## config.mk

```make
export PLATFORM = sky130hd
export DESIGN_NAME = cic4_decim
export DESIGN_NICKNAME = d
export VERILOG_FILES = /design/src/rtl/cic4_pkg.sv /design/src/rtl/cic4_ctrl.sv /design/src/rtl/cic4_integ_chain.sv /design/src/rtl/cic4_comb_chain.sv /design/src/rtl/cic4_decim.sv
export SDC_FILE = /design/constraint.sdc
export NUM_CORES = 1
export LEC_CHECK = 0
export ABC_AREA = 0
export ABC_CLOCK_PERIOD_IN_PS = 13490
export BUFFER_PORTS_ARGS = -buffer_cell sky130_fd_sc_hd__buf_2
export CAP_MARGIN = 5
export CORE_ASPECT_RATIO = 0.6
export CORE_MARGIN = 3
export CORE_UTILIZATION = 50
export CTS_BUF_LIST = sky130_fd_sc_hd__clkbuf_4 sky130_fd_sc_hd__clkbuf_8
export DETAILED_ROUTE_END_ITERATION = 8
export HOLD_SLACK_MARGIN = 0.12
export PLACE_DENSITY = 0.68
export SYNTH_ARGS = -nofsm -noshare
export SYNTH_HDL_FRONTEND = slang
export SYNTH_HIERARCHICAL = 1
export SYNTH_SLANG_ARGS = --single-unit
export TNS_END_PERCENT = 1
```

## constraint.sdc

```tcl
create_clock -name clk -period 13.49 [get_ports clk]
set_input_delay 1.349 -clock clk [delete_from_list [all_inputs] [get_ports clk]]
set_output_delay 1.349 -clock clk [all_outputs]
set_load 0.01 [all_outputs]
```

## src/rtl/cic4_pkg.sv

```systemverilog
package cic4_pkg;
    localparam int DATA_W    = 12;
    localparam int SCALE_MIN = 12;
    localparam int SCALE_MAX = 20;
    localparam int RATIO_MIN = 8;
    localparam int RATIO_MAX = 32;
    localparam int N_STAGES  = 4;
    localparam int ACC_W     = DATA_W + SCALE_MAX;
    localparam int RATIO_W   = $clog2(RATIO_MAX + 1);
    localparam int SCALE_W   = $clog2(SCALE_MAX + 1);

    typedef logic signed [DATA_W-1:0] sample_t;
    typedef logic signed [ACC_W-1:0]  acc_t;

    typedef struct packed {
        logic [RATIO_W-1:0] ratio;
        logic [SCALE_W-1:0] scale;
    } cfg_t;

    function automatic logic [RATIO_W-1:0] clamp_ratio(input logic [RATIO_W-1:0] r);
        if (r < RATIO_W'(RATIO_MIN)) return RATIO_W'(RATIO_MIN);
        if (r > RATIO_W'(RATIO_MAX)) return RATIO_W'(RATIO_MAX);
        return r;
    endfunction

    function automatic logic [SCALE_W-1:0] clamp_scale(input logic [SCALE_W-1:0] s);
        if (s < SCALE_W'(SCALE_MIN)) return SCALE_W'(SCALE_MIN);
        if (s > SCALE_W'(SCALE_MAX)) return SCALE_W'(SCALE_MAX);
        return s;
    endfunction

    function automatic acc_t prescale(input sample_t x, input logic [SCALE_W-1:0] s);
        acc_t wide;
        wide = acc_t'(x);
        return wide >>> (SCALE_W'(SCALE_MAX) - s);
    endfunction
endpackage

```

## src/rtl/cic4_ctrl.sv

```systemverilog
module cic4_ctrl
    import cic4_pkg::*;
(
    input  logic               clk,
    input  logic               rst,
    input  logic               in_valid,
    input  logic [RATIO_W-1:0] req_ratio,
    input  logic [SCALE_W-1:0] req_scale,
    output cfg_t               cfg_q,
    output logic               clr,
    output logic               acc_en,
    output logic               dec_en
);
    cfg_t               cfg_req;
    logic [RATIO_W-1:0] cnt;
    logic               last;

    always_comb begin
        cfg_req.ratio = clamp_ratio(req_ratio);
        cfg_req.scale = clamp_scale(req_scale);
    end

    assign clr    = (cfg_req != cfg_q);
    assign acc_en = in_valid && !clr;
    assign last   = (cnt == cfg_q.ratio - RATIO_W'(1));
    assign dec_en = acc_en && last;

    always_ff @(posedge clk) begin
        if (rst) begin
            cfg_q <= cfg_req;
            cnt   <= '0;
        end else if (clr) begin
            cfg_q <= cfg_req;
            cnt   <= '0;
        end else if (acc_en) begin
            cnt <= last ? '0 : cnt + RATIO_W'(1);
        end
    end

    AST_CFG_RANGE: assert property (@(posedge clk) disable iff (rst)
        cfg_q.ratio >= RATIO_W'(RATIO_MIN) && cfg_q.ratio <= RATIO_W'(RATIO_MAX)
        && cfg_q.scale >= SCALE_W'(SCALE_MIN) && cfg_q.scale <= SCALE_W'(SCALE_MAX));
    AST_CNT_BOUND: assert property (@(posedge clk) disable iff (rst)
        cnt < cfg_q.ratio);
    AST_CFG_HOLD: assert property (@(posedge clk) disable iff (rst)
        !clr |=> $stable(cfg_q));
endmodule

```

## src/rtl/cic4_integ_chain.sv

```systemverilog
module cic4_integ_chain
    import cic4_pkg::*;
#(
    parameter int STAGES = N_STAGES
) (
    input  logic clk,
    input  logic rst,
    input  logic clr,
    input  logic en,
    input  acc_t din,
    output acc_t dout
);
    acc_t acc [STAGES];
    acc_t nxt [STAGES];

    for (genvar k = 0; k < STAGES; k++) begin : g_stage
        if (k == 0) begin : g_first
            assign nxt[k] = acc[k] + din;
        end else begin : g_rest
            assign nxt[k] = acc[k] + nxt[k-1];
        end
        always_ff @(posedge clk) begin
            if (rst || clr)  acc[k] <= '0;
            else if (en)     acc[k] <= nxt[k];
        end
    end

    assign dout = nxt[STAGES-1];
endmodule

```

## src/rtl/cic4_comb_chain.sv

```systemverilog
module cic4_comb_chain
    import cic4_pkg::*;
#(
    parameter int STAGES = N_STAGES
) (
    input  logic clk,
    input  logic rst,
    input  logic clr,
    input  logic en,
    input  acc_t din,
    output acc_t dout
);
    acc_t dly [STAGES];
    acc_t stin [STAGES];
    acc_t diff [STAGES];

    for (genvar k = 0; k < STAGES; k++) begin : g_stage
        if (k == 0) begin : g_first
            assign stin[k] = din;
        end else begin : g_rest
            assign stin[k] = diff[k-1];
        end
        assign diff[k] = stin[k] - dly[k];
        always_ff @(posedge clk) begin
            if (rst || clr)  dly[k] <= '0;
            else if (en)     dly[k] <= stin[k];
        end
    end

    assign dout = diff[STAGES-1];
endmodule

```

## src/rtl/cic4_decim.sv

```systemverilog
module cic4_decim
    import cic4_pkg::*;
(
    input  logic               clk,
    input  logic               rst,
    input  logic               in_valid,
    input  logic [DATA_W-1:0]  in_data,
    input  logic [RATIO_W-1:0] cfg_ratio,
    input  logic [SCALE_W-1:0] cfg_scale,
    output logic               out_valid,
    output logic [DATA_W-1:0]  out_data
);
    cfg_t cfg_q;
    logic clr, acc_en, dec_en;
    acc_t shifted, integ_out, comb_out;

    cic4_ctrl u_ctrl (
        .clk(clk), .rst(rst), .in_valid(in_valid),
        .req_ratio(cfg_ratio), .req_scale(cfg_scale),
        .cfg_q(cfg_q), .clr(clr), .acc_en(acc_en), .dec_en(dec_en)
    );

    assign shifted = prescale(sample_t'(in_data), cfg_q.scale);

    cic4_integ_chain #(.STAGES(N_STAGES)) u_integ (
        .clk(clk), .rst(rst), .clr(clr), .en(acc_en),
        .din(shifted), .dout(integ_out)
    );

    cic4_comb_chain #(.STAGES(N_STAGES)) u_comb (
        .clk(clk), .rst(rst), .clr(clr), .en(dec_en),
        .din(integ_out), .dout(comb_out)
    );

    always_ff @(posedge clk) begin
        if (rst || clr) begin
            out_valid <= 1'b0;
            out_data  <= '0;
        end else begin
            out_valid <= dec_en;
            if (dec_en) out_data <= comb_out[ACC_W-1 -: DATA_W];
        end
    end

    AST_PULSE_ONE: assert property (@(posedge clk) disable iff (rst)
        out_valid |=> !out_valid);
    AST_QUIET_CLEAR: assert property (@(posedge clk) disable iff (rst)
        clr |=> !out_valid);
    AST_IDLE_NO_OUT: assert property (@(posedge clk) disable iff (rst)
        !in_valid |=> !out_valid);
endmodule

```

# == Word-level counts from Yosys, hierarchy flattened ==
# Memories as Yosys holds them, arrays and structs flattened.
# Cells that the tools add are included.
# classes
addsub,11
n_lt_le_gt_ge,4
eq_ne,2
n_shift,1
mux,33
bitwise_logic,8
reduce_logical,6
# op_table
operator,n
$mux W32,8
$add A32 B32 Y32,4
$sub A32 B32 Y32,4
$sshr A12 B5 Y32,1
$mux W6,5
$mux W11,2
$mux W5,4
$mux W1,14
$ne A11 B11 Y1,1
$or A1 B1 Y1,8
$add A6 B1 Y6 const B,1
$eq A6 B6 Y1,1
$gt A6 B6 Y1 const B,1
$lt A6 B4 Y1 const B,1
$sub A6 B1 Y6 const B,1
$gt A5 B5 Y1 const B,1
$lt A5 B4 Y1 const B,1
$sub A5 B5 Y5 const A,1
$logic_and A1 B1 Y1,2
$reduce_bool A2 Y1,1
$reduce_or A2 Y1,1
$logic_not A1 Y1,1
$logic_or A1 B1 Y1,1
# totals
reg_bits,30
ramBits,256
in_bits,26
output_inout_bits,13
elab_cells,72
mem_count,2
# mem_list
memory,words,width,read_ports,rd_clocked_by_memory_dff,write_ports,line,source
u_comb.dly,4,32,4,0,4,cic4_comb_chain.sv:13,acc_t dly [STAGES];
u_integ.acc,4,32,4,0,4,cic4_integ_chain.sv:13,acc_t acc [STAGES];

# == Logic depth before layout (Yosys ltp) ==
# Gate-level depths: netlist of the first run.
# depth
depth_word,13
ltp_mapped,78
depth_no_buf,73

# == By module ==
# Netlist of the first run, hierarchy kept.
# by_module_without_submodules
module,n_inst,cells_each,area_each_um2,seq_area_each_um2
cic4_comb_chain,1,1248,11290.8,3843.7
cic4_integ_chain,1,1117,10916.7,3843.7
cic4_decim,1,118,1232.4,260.2
cic4_ctrl,1,113,1071.0,450.4

# == Worst setup path after synthesis of the first run ==
# No wires, ideal clock.
# synth_timing
path_type,reg2reg
from,"register, netlist name u_ctrl/cfg_q[0]"
to,register out_data[11]
setup_time_ns,0.114
arrival_time_ns,13.498
t_required_ns,13.376
path_slack_ns,-0.122
stages_incl_launch_ff,72
path_buffers,6
synth_period_minus_slack_ns,13.612
cell_sequence,edfxtp_1 -> buf_6 -> buf_2 -> inv_1 -> ha_1 -> buf_6 -> xor2_4 -> buf_2 -> mux2i_1 -> a221oi_1 -> ha_1 -> inv_1 -> fa_1 -> nor2b_1 -> o21a_1 -> o21ai_0 -> a31oi_1 -> and2_1 -> [36 not listed] -> and2_1 -> ha_1 -> and2_1 -> o31a_1 -> nor2_1 -> xnor2_1 -> ha_1 -> a21o_1 -> a31oi_1 -> nor2b_1 -> or2_2 -> a21o_1 -> a21oi_1 -> xor2_1 -> xnor2_1 -> buf_4 -> mux2i_1 -> nor2_1
# synth_lines
item,line,source
end signal: assignment,cic4_decim.sv:41,if (dec_en) out_data <= comb_out[ACC_W-1 -: DATA_W];
end: declaration,cic4_decim.sv:11,output logic [DATA_W-1:0] out_data

==> impl_metrics.csv, run 1 <==
group,metric,value,unit
outcome,status,"complete, no violations",
pwr,p_per_area,148,mW/mm²
worst_setup_path,slowest_delay,0.52,ns
layout,antenna_cells,0,
pwr,sw_frac_of_total,0.398,
global_route,grt_max_degree,106,
pwr,p_comb_frac,0.608,
worst_setup_path,critPathKind,"input pin to flop",
timing,tightest_slew,1.08,ns
die,die_w,289,µm
placement,io_buffers,38,
cts,cts.path.max_buffers,3,
worst_setup_path,worstSetupStartpoint,"in_data[7]",
layout,layout_common_cells,"467 x buf_4, 267 x edfxtp_1, 233 x ha_1",
synthesis,synth_area,0.0241,mm²
worst_setup_path,start_kind,"input pin",
worst_setup_path,reg2reg_slack,0.23,ns
cts,cts_tree,"done",
timing,fin_crit_sh,0.987,
timing,hold-worst-slack,0.497,ns
worst_hold_path,worstHoldPathType,"flop to flop",
timing,setup_violations,0,
route,finalWirelength,63.1,mm
die,die_y,176,µm
layout,area_growth,26.0,%
route,initialDrtViolationCount,1513,
worst_setup_path,reg2reg_from,"u_ctrl/cfg_q[1]",
route,drt-pass1-iter-count,7,
global_route,overflow,0,
die,io_pins,39,
placement,gp_congestion,0.926,
route,viasPerCell,5.60,
pwr,p_leak,0.0140,µW
timing,grt_setup_unrepaired,"true",
cts,cts-buffers-inserted,49,
synthesis,syn_inst,2531,
run,drv_cap,0,
global_route,grt_pass1_vias,19558,
route,detail-route-antenna-nets,0,
global_route,grt_pass1_wl,98.2,mm
pwr,p_seq_frac,0.215,
die,core,0.0469,mm²
worst_setup_path,cp.arrival,13.85,ns
route,vias,20449,
layout,nets,3277,
cts,hold_buffers,0,
cts,cts-root-buf,"clkbuf_8",
layout,drive_above_1_share,0.290,
layout,final_common_cell,"buf_4",
cts,cts.reportedPaths.clkPinSlew,0.06,ns
placement,place_hpwl,44.8,mm
route,wire_per_inst,17.3,µm
pwr,fin_total_pwr,4500,µW
timing,slew_viol_final,0,
die,start_util,0.513,
pwr,p_switching,1790,µW
pwr,clkPwrFrac,0.177,
synthesis,synth.avg_cell_area,9.51,µm²
synthesis,syn_nets,2818,
worst_setup_path,crit_end,"out_data[11]",
pwr,p_int,2710,µW
pwr,ir_drop,0.134,mV
global_route,grt_usage,0.233,
global_route,antenna_found_initial,0,
worst_setup_path,cp_slowest_cell,"mux4_2",
die,die_area,0.0509,mm²
route,drc_errors,0,
worst_setup_path,timing.critical_path.to_type,"flop",
worst_setup_path,worstPathRequired,14.03,ns
timing,period_needed,13.31,ns
worst_setup_path,path_max_fanout,6,
cts,worstSkewPairLatency,0.61,ns
synthesis,yosysWarnings,6,
timing,clock.fmax,0.0751,GHz
worst_setup_path,r2r_end,"out_data[11]",
timing,fin_skew,0.0357,ns
timing,hold_violations,0,
die,row_count,61,
cts,cts-htree-levels,2,
timing,slew_headroom,0.282,
cts,cts_sinks,286,
worst_setup_path,reg2reg_depth,72,
-- worst min path at each step --
| stage | start | to | slack [ns] | depth (start not counted) |
|---|---|---|---|---|
| floorplan | u_ctrl/cnt[0] | u_ctrl/cnt[0] | 0.50 | 2 |
| global placement | out_data[7] | out_data[7] | 0.47 | 2 |
| detailed placement | out_data[6] | out_data[6] | 0.48 | 2 |
| CTS | out_data[6] | out_data[6] | 0.50 | 2 |
| global route | out_data[6] | out_data[6] | 0.52 | 2 |
| finish | out_data[4] | out_data[4] | 0.50 | 2 |
-- stage by stage --
step	utilization	setup TNS [ns]	worst slack [ns]	cell area, µm²	instances
final	0.646	0	0.178	30300	3654
after global routing	0.646	-1.53	-0.376	30300	3654
after CTS	0.614	0	0.000413	28800	3611
after detailed placement	0.590	-3.58	-0.930	27700	3521
after global placement	0.590	-1.48	-0.452	27700	3521
after floorplan	-	0	0.000435	24100	2531
-- cell type report --
type,count,area [µm²]
inverter,197,739
clock inverter,12,55.1
clock buffer,73,880
tap,630,788
multi-input combinational,1946,15700
sequential,286,8400
fill,3719,16600
timing repair buffer,510,3750
-- flip-flops by register name, summed over array words and instances (netlist names) --
name / flops
u_integ/acc: 128
u_comb/dly: 128
u_ctrl/cnt: 6
out_data: 12
out_valid: 1
u_ctrl/cfg_q: 11
-- power groups by stage --
| stage | registers [µW] | clock network [µW] | logic, µW |
|---|---|---|---|
| 2_1_floorplan | 983 | 0 | 1690 |
| 3_3_place_gp | 984 | 0 | 2410 |
| 3_5_place_dp | 984 | 0 | 2490 |
| 4_1_cts | 965 | 819 | 2530 |
| 5_1_grt | 966 | 863 | 2970 |
| 6_report | 966 | 798 | 2740 |
-- per-layer routing --
metal,global-route usage,part of all wire,up-vias
met5,0,0,-
met4,0.0407,0.015,0
met3,0.0349,0.061,88
met2,0.343,0.43,556
met1,0.363,0.50,9780
li1,-,-,10025
-- worst max-delay path, delay by kind of cell --
kind / cells / cell delay (ns)
AO/OA/AOI/OAI: 28 / 4.60
XOR/XNOR: 8 / 1.31
adder cells (fa/ha/maj): 8 / 2.13
buffers and inverters: 8 / 1.13
multiplexers: 3 / 0.90
AND/OR/NAND/NOR: 13 / 2.40
-- repair_timing --
action / CTS / global route
resized for setup: 35 / 236
pin swaps: 12 / 140
endpoints found under the setup margin: 6 / 11
setup buffers: 5 / 43
Note: power is estimated with default switching activity, not from simulation.
==> run 2, diff against run 1 <==
==> constraint.sdc (replaced) <==
create_clock -name clk -period 13.49 [get_ports clk]
set_input_delay 2.698 -clock clk [delete_from_list [all_inputs] [get_ports clk]]
set_output_delay 2.698 -clock clk [all_outputs]
set_load 0.01 [all_outputs]
==> run 2 against run 1 <==
Net effect: the flow now finishes with violations (negative setup slack); count of clock-buffer cells in the layout unchanged; fmax shrank 6.8%; cell area up 5.4%; global-route usage up 1.8 points; first-iteration DRC count grew 0.20%.
==> impl_metrics.csv, run 2 (synthesis gave the netlist of run 1 again) <==
group,metric,value,unit
route,drc_errors,0,
worst_setup_path,worstSetupStartpoint,"in_data[7]",
cts,cts-htree-levels,2,
layout,instances_no_fill,3840,
global_route,grt_max_degree,106,
worst_setup_path,worstPathRequired,14.04,ns
layout,nets,3457,
cts,cts.reportedPaths.clkPinSlew,0.06,ns
layout,final_common_cell,"buf_4",
pwr,ir_drop,0.131,mV
global_route,antenna_found_initial,0,
route,drt-pass1-iter-count,5,
route,vias,21135,
global_route,grt_pass1_wl,105,mm
cts,worstSkewPairLatency,0.61,ns
pwr,p_seq_frac,0.206,
pwr,p_leak,0.0150,µW
worst_setup_path,cp_slowest_cell,"mux4_2",
die,row_count,61,
layout,largestRegisters,"u_comb/dly (128), u_integ/acc (128), out_data (12)",
die,die_y,176,µm
cts,cts-buffers-inserted,49,
pwr,p_switching,1810,µW
layout,fin_util,0.680,
timing,tightest_slew,1.06,ns
die,io_pins,39,
pwr,p_comb_frac,0.606,
worst_hold_path,hold_end,"out_data[6]",
global_route,grt_pass1_vias,21116,
worst_setup_path,reg2reg_depth,71,
route,initialDrtViolationCount,1516,
outcome,status,"finished, violations left",
timing,grt_setup_unrepaired,"true",
worst_hold_path,hp-start,"out_data[6]",
route,finalWirelength,65.5,mm
worst_setup_path,critPathBufInv,9,
worst_setup_path,cp.arrival,14.83,ns
route,detail-route-antenna-nets,0,
cts,cts.path.max_buffers,3,
timing,hold_violations,0,
timing,fin_skew,0.0303,ns
worst_hold_path,whs_path_depth,2,
cts,cts-root-buf,"clkbuf_8",
placement,gp_congestion,0.939,
route,viasPerCell,5.50,
placement,place_hpwl,46.5,mm
layout,drive_above_1_share,0.332,
global_route,grt_usage,0.251,
worst_setup_path,crit_family,"compound AO/OA/AOI/OAI gates",
cts,hold_buffers,0,
layout,layout_common_cells,"643 x buf_4, 267 x edfxtp_1, 231 x ha_1",
worst_setup_path,critPathKind,"input pin to flop",
worst_setup_path,start_kind,"input pin",
cts,cts_tree,"done",
die,die_area,0.0509,mm²
worst_hold_path,worstHoldPathType,"flop to flop",
worst_setup_path,timing.critical_path.to_type,"flop",
worst_setup_path,reg2reg_slack,0.26,ns
timing,slew_headroom,0.292,
die,start_util,0.513,
layout,fill_cells,3540,
die,core,0.0469,mm²
pwr,p_int,2870,µW
worst_setup_path,r2r_end,"out_data[11]",
timing,fin_ws,-0.795,ns
layout,fin_area,0.0319,mm²
run,drv_cap,0,
worst_setup_path,slowest_delay,0.51,ns
timing,setup_violations,11,
route,wire_per_inst,17.1,µm
worst_setup_path,path_max_fanout,4,
placement,io_buffers,38,
timing,clock.fmax,0.0700,GHz
pwr,clkPwrFrac,0.188,
cts,cts_sinks,286,
timing,slew_viol_final,0,
placement,dp.cells,3676,
outcome,violations,"negative setup slack",
timing,period_needed,14.28,ns
global_route,overflow,0,
layout,area_growth,32.7,%
timing,fin_crit_sh,1.06,
worst_setup_path,reg2reg_from,"u_ctrl/cfg_q[1]",
placement,dpl_cell_area,0.0291,mm²
pwr,p_per_area,147,mW/mm²
pwr,sw_frac_of_total,0.386,
layout,antenna_cells,0,
die,die_w,289,µm
[run 2: cell type report]
type,instances,area (µm²),share of cell area
Inverter,197,739,0.0232
Timing Repair Buffer,690,5170,0.162
Tap cell,630,788,0.0247
Multi-Input combinational cell,1946,15800,0.494
Clock inverter,18,166,0.00521
Clock buffer,73,892,0.0279
Sequential cell,286,8400,0.263
[run 2: how the worst max path moves through the flow]
| stage | slack [ns] | cells past startpoint | end |
|---|---|---|---|
| after floorplan | -0.59 | 67 | out_data[11] |
| after global placement | -1.48 | 61 | out_data[11] |
| after detailed placement | -1.64 | 74 | out_data[11] |
| after CTS | -0.49 | 67 | out_data[11] |
| after global routing | -1.31 | 69 | out_data[11] |
| final | -0.79 | 72 | out_data[11] |
[run 2: tightest hold or removal path, stage by stage (launching register included)]
cell and delay [ns]:
dfxtp_1 0.32, mux2i_1 0.06, nor2_1 0.07
[run 2: power by group through the flow]
| stage | sequential [µW] | clock [µW] | combinational [µW] |
|---|---|---|---|
| 2_1_floorplan | 983 | 0 | 1720 |
| 3_3_place_gp | 984 | 0 | 2480 |
| 3_5_place_dp | 985 | 0 | 2570 |
| 4_1_cts | 966 | 901 | 2680 |
| 5_1_grt | 966 | 941 | 3100 |
| 6_report | 966 | 879 | 2840 |
[run 2: stage by stage]
step	hold slack, ns	TNS [ns]	setup slack, ns	total power, µW
after floorplan	0.499	-1.53	-0.592	2700
after global placement	0.470	-13.90	-1.48	3470
after detailed placement	0.481	-17.42	-1.64	3550
after CTS	0.495	-2.41	-0.490	4540
after global routing	0.534	-10.99	-1.31	5010
final	0.489	-4.27	-0.795	4680
[run 2: repair_timing]
item / 4_1_cts / 5_1_grt
pin swaps: 176 / 54
setup endpoints to repair: 12 / 16
buffers inserted: 63 / 10
resized for setup: 160 / 75
[run 2: per-layer routing]
| metal | up-vias | wire (µm) | global-route usage |
|---|---|---|---|
| met5 | - | 0 | 0 |
| met1 | 10114 | 32000 | 0.370 |
| met2 | 555 | 28500 | 0.387 |
| li1 | 10378 | - | - |
| met3 | 88 | 4140 | 0.0447 |
| met4 | 0 | 935 | 0.0497 |
==> run 3, diff against run 2 <==
--- a/config.mk
+++ b/config.mk
@@ -16,8 +16,8 @@
 export DETAILED_ROUTE_END_ITERATION = 8
 export HOLD_SLACK_MARGIN = 0.12
 export PLACE_DENSITY = 0.68
+export SETUP_SLACK_MARGIN = 0.1
 export SYNTH_ARGS = -nofsm -noshare
 export SYNTH_HDL_FRONTEND = slang
 export SYNTH_HIERARCHICAL = 1
 export SYNTH_SLANG_ARGS = --single-unit
-export TNS_END_PERCENT = 1
==> run 3 against run 2 <==
Net effect: the flow still finishes with violations (negative setup slack); sequential power about the same; non-clock buffer count down 15; critical path depth fell by 10; global-route usage is 0.32 points lower; fmax is 0.45% higher; final cell count fell by 0.42%; sequential share of layout area decreased by 0.42 points; total power increased by 8.9%; clock power up 2%; count of clock-buffer cells in the layout grew 1; via count increased by 0.86%; combinational power up 14%; critical path type unchanged.
==> impl_metrics.csv, run 3 (synthesis gave the netlist of run 1 again) <==
group,metric,value,unit
outcome,status,"finished, violations left",
outcome,violations,"negative setup slack",
worst_setup_path,slowest_delay,0.50,ns
layout,final_common_cell,"buf_4",
die,start_util,0.513,
route,drt-pass1-iter-count,7,
cts,cts.reportedPaths.clkPinSlew,0.06,ns
die,core,0.0469,mm²
layout,drive_above_1_share,0.355,
route,vias,21316,
global_route,antenna_found_initial,0,
cts,cts-htree-levels,2,
cts,cts_tree,"done",
die,die_y,176,µm
global_route,overflow,0,
timing,clock.fmax,0.0703,GHz
cts,cts.path.max_buffers,3,
worst_setup_path,worstPathRequired,14.04,ns
worst_setup_path,reg2reg_slack,0.16,ns
cts,cts-root-buf,"clkbuf_8",
route,detail-route-antenna-nets,0,
worst_setup_path,reg2reg_depth,64,
run,drv_cap,0,
global_route,grt_max_degree,106,
worst_hold_path,worstHoldPathType,"flop to flop",
global_route,grt_usage,0.248,
timing,fin_ws,-0.731,ns
layout,largestRegisters,"u_comb/dly (128), u_integ/acc (128), out_data (12)",
route,viasPerCell,5.57,
cts,cts_sinks,286,
timing,setup_violations,9,
placement,dpl_cell_area,0.0290,mm²
timing,hold_violations,0,
worst_setup_path,reg2reg_from,"u_ctrl/cfg_q[1]",
pwr,p_per_area,157,mW/mm²
global_route,grt_pass1_wl,104,mm
timing,grt_setup_unrepaired,"true",
worst_hold_path,whs_path_depth,2,
timing,tightest_slew,1.08,ns
route,finalWirelength,67.4,mm
worst_hold_path,hold_end,"out_data[1]",
layout,nets,3441,
worst_setup_path,path_max_fanout,5,
die,die_w,289,µm
placement,io_buffers,38,
timing,slew_viol_final,0,
layout,fin_area,0.0325,mm²
route,initialDrtViolationCount,1553,
worst_setup_path,start_kind,"input pin",
worst_hold_path,hp-start,"out_data[1]",
placement,gp_congestion,0.983,
worst_setup_path,critPathKind,"input pin to flop",
timing,fin_tns_setup,-4.63,ns
pwr,p_leak,0.0150,µW
placement,place_hpwl,46.6,mm
timing,fin_crit_sh,1.05,
die,io_pins,39,
cts,worstSkewPairLatency,0.62,ns
layout,area_growth,34.9,%
layout,layout_common_cells,"614 x buf_4, 267 x edfxtp_1, 218 x ha_1",
worst_setup_path,timing.critical_path.to_type,"flop",
worst_setup_path,cp.arrival,14.77,ns
pwr,ir_drop,0.148,mV
layout,antenna_cells,0,
die,row_count,61,
worst_setup_path,r2r_end,"out_data[11]",
timing,fin_skew,0.0364,ns
cts,cts-buffers-inserted,48,
worst_setup_path,cp_slowest_cell,"mux4_2",
timing,slew_headroom,0.282,
global_route,grt_pass1_vias,20878,
timing,period_needed,14.22,ns
die,die_area,0.0509,mm²
route,drc_errors,0,
route,wire_per_inst,17.6,µm
run 3: changes by cell type in the layout (fill, tap and decap cells not counted), moves of 11 or more:
cell | previous run | this run
ha_4 | 20 | 31
xnor2_1 | 107 | 94
buf_6 | 12 | 27
ha_1 | 231 | 218
a21oi_2 | 51 | 74
buf_4 | 643 | 614
xnor2_2 | 20 | 35
a21oi_1 | 139 | 115
run 3: worst max-delay path by stage:
stage / cells after the start / to / startpoint / slack [ns]
final: 62 / out_data[11] / in_data[8] / -0.73
after CTS: 72 / out_data[11] / in_data[7] / -0.42
after global routing: 66 / out_data[11] / in_data[11] / -1.21
after floorplan: 67 / out_data[11] / in_data[11] / -0.59
after global placement: 63 / out_data[11] / in_data[1] / -1.36
after detailed placement: 63 / out_data[11] / in_data[7] / -1.58
run 3: through the flow:
| stage | instances | power (µW) | utilization | setup WS [ns] | hold WS, ns |
|---|---|---|---|---|---|
| final | 3824 | 5100 | 0.691 | -0.731 | 0.506 |
| after global routing | 3824 | 5400 | 0.691 | -1.21 | 0.526 |
| after CTS | 3785 | 4620 | 0.663 | -0.420 | 0.504 |
| after detailed placement | 3647 | 3540 | 0.618 | -1.58 | 0.491 |
| after global placement | 3647 | 3460 | 0.618 | -1.36 | 0.470 |
| after floorplan | 2531 | 2720 | - | -0.591 | 0.499 |
run 3: layout make-up:
cell class	count	area [µm²]
multi-input combinational	1946	16400
fill	3435	14500
sequential	286	8400
timing repair buffer	675	5090
clock buffer	74	893
tap	630	788
inverter	197	742
clock inverter	16	186
run 3: metal layers:
metal | share of wire | vias up | GRT usage
li1 | - | 10333 | -
met2 | 0.43 | 665 | 0.377
met3 | 0.065 | 101 | 0.0406
met5 | 0 | - | 0
met1 | 0.49 | 10217 | 0.373
met4 | 0.016 | 0 | 0.0480
run 3: critical path, delay by kind of cell:
kind | cells | cell delay [ns]
AO/OA/AOI/OAI | 26 | 5.21
adder cells (fa/ha/maj) | 8 | 2.41
AND/OR/NAND/NOR | 13 | 1.73
XOR/XNOR | 8 | 1.19
multiplexers | 3 | 0.81
buffers and inverters | 4 | 0.70
run 3: repair_timing:
item                       4_1_cts  5_1_grt
hold buffers                     0        0
cloned                           0        0
setup endpoints to repair       12       17
pin swaps                      122      134
setup buffers                   48       46
resized for setup              135      205
run 3: where the power goes:
group          total, µW  leakage [µW]  switching [µW]  internal [µW]
clock                893      0.000571             392            501
combinational       3240        0.0110            1600           1640
sequential           966       0.00343            4.01            962
total               5100        0.0150            2000           3100
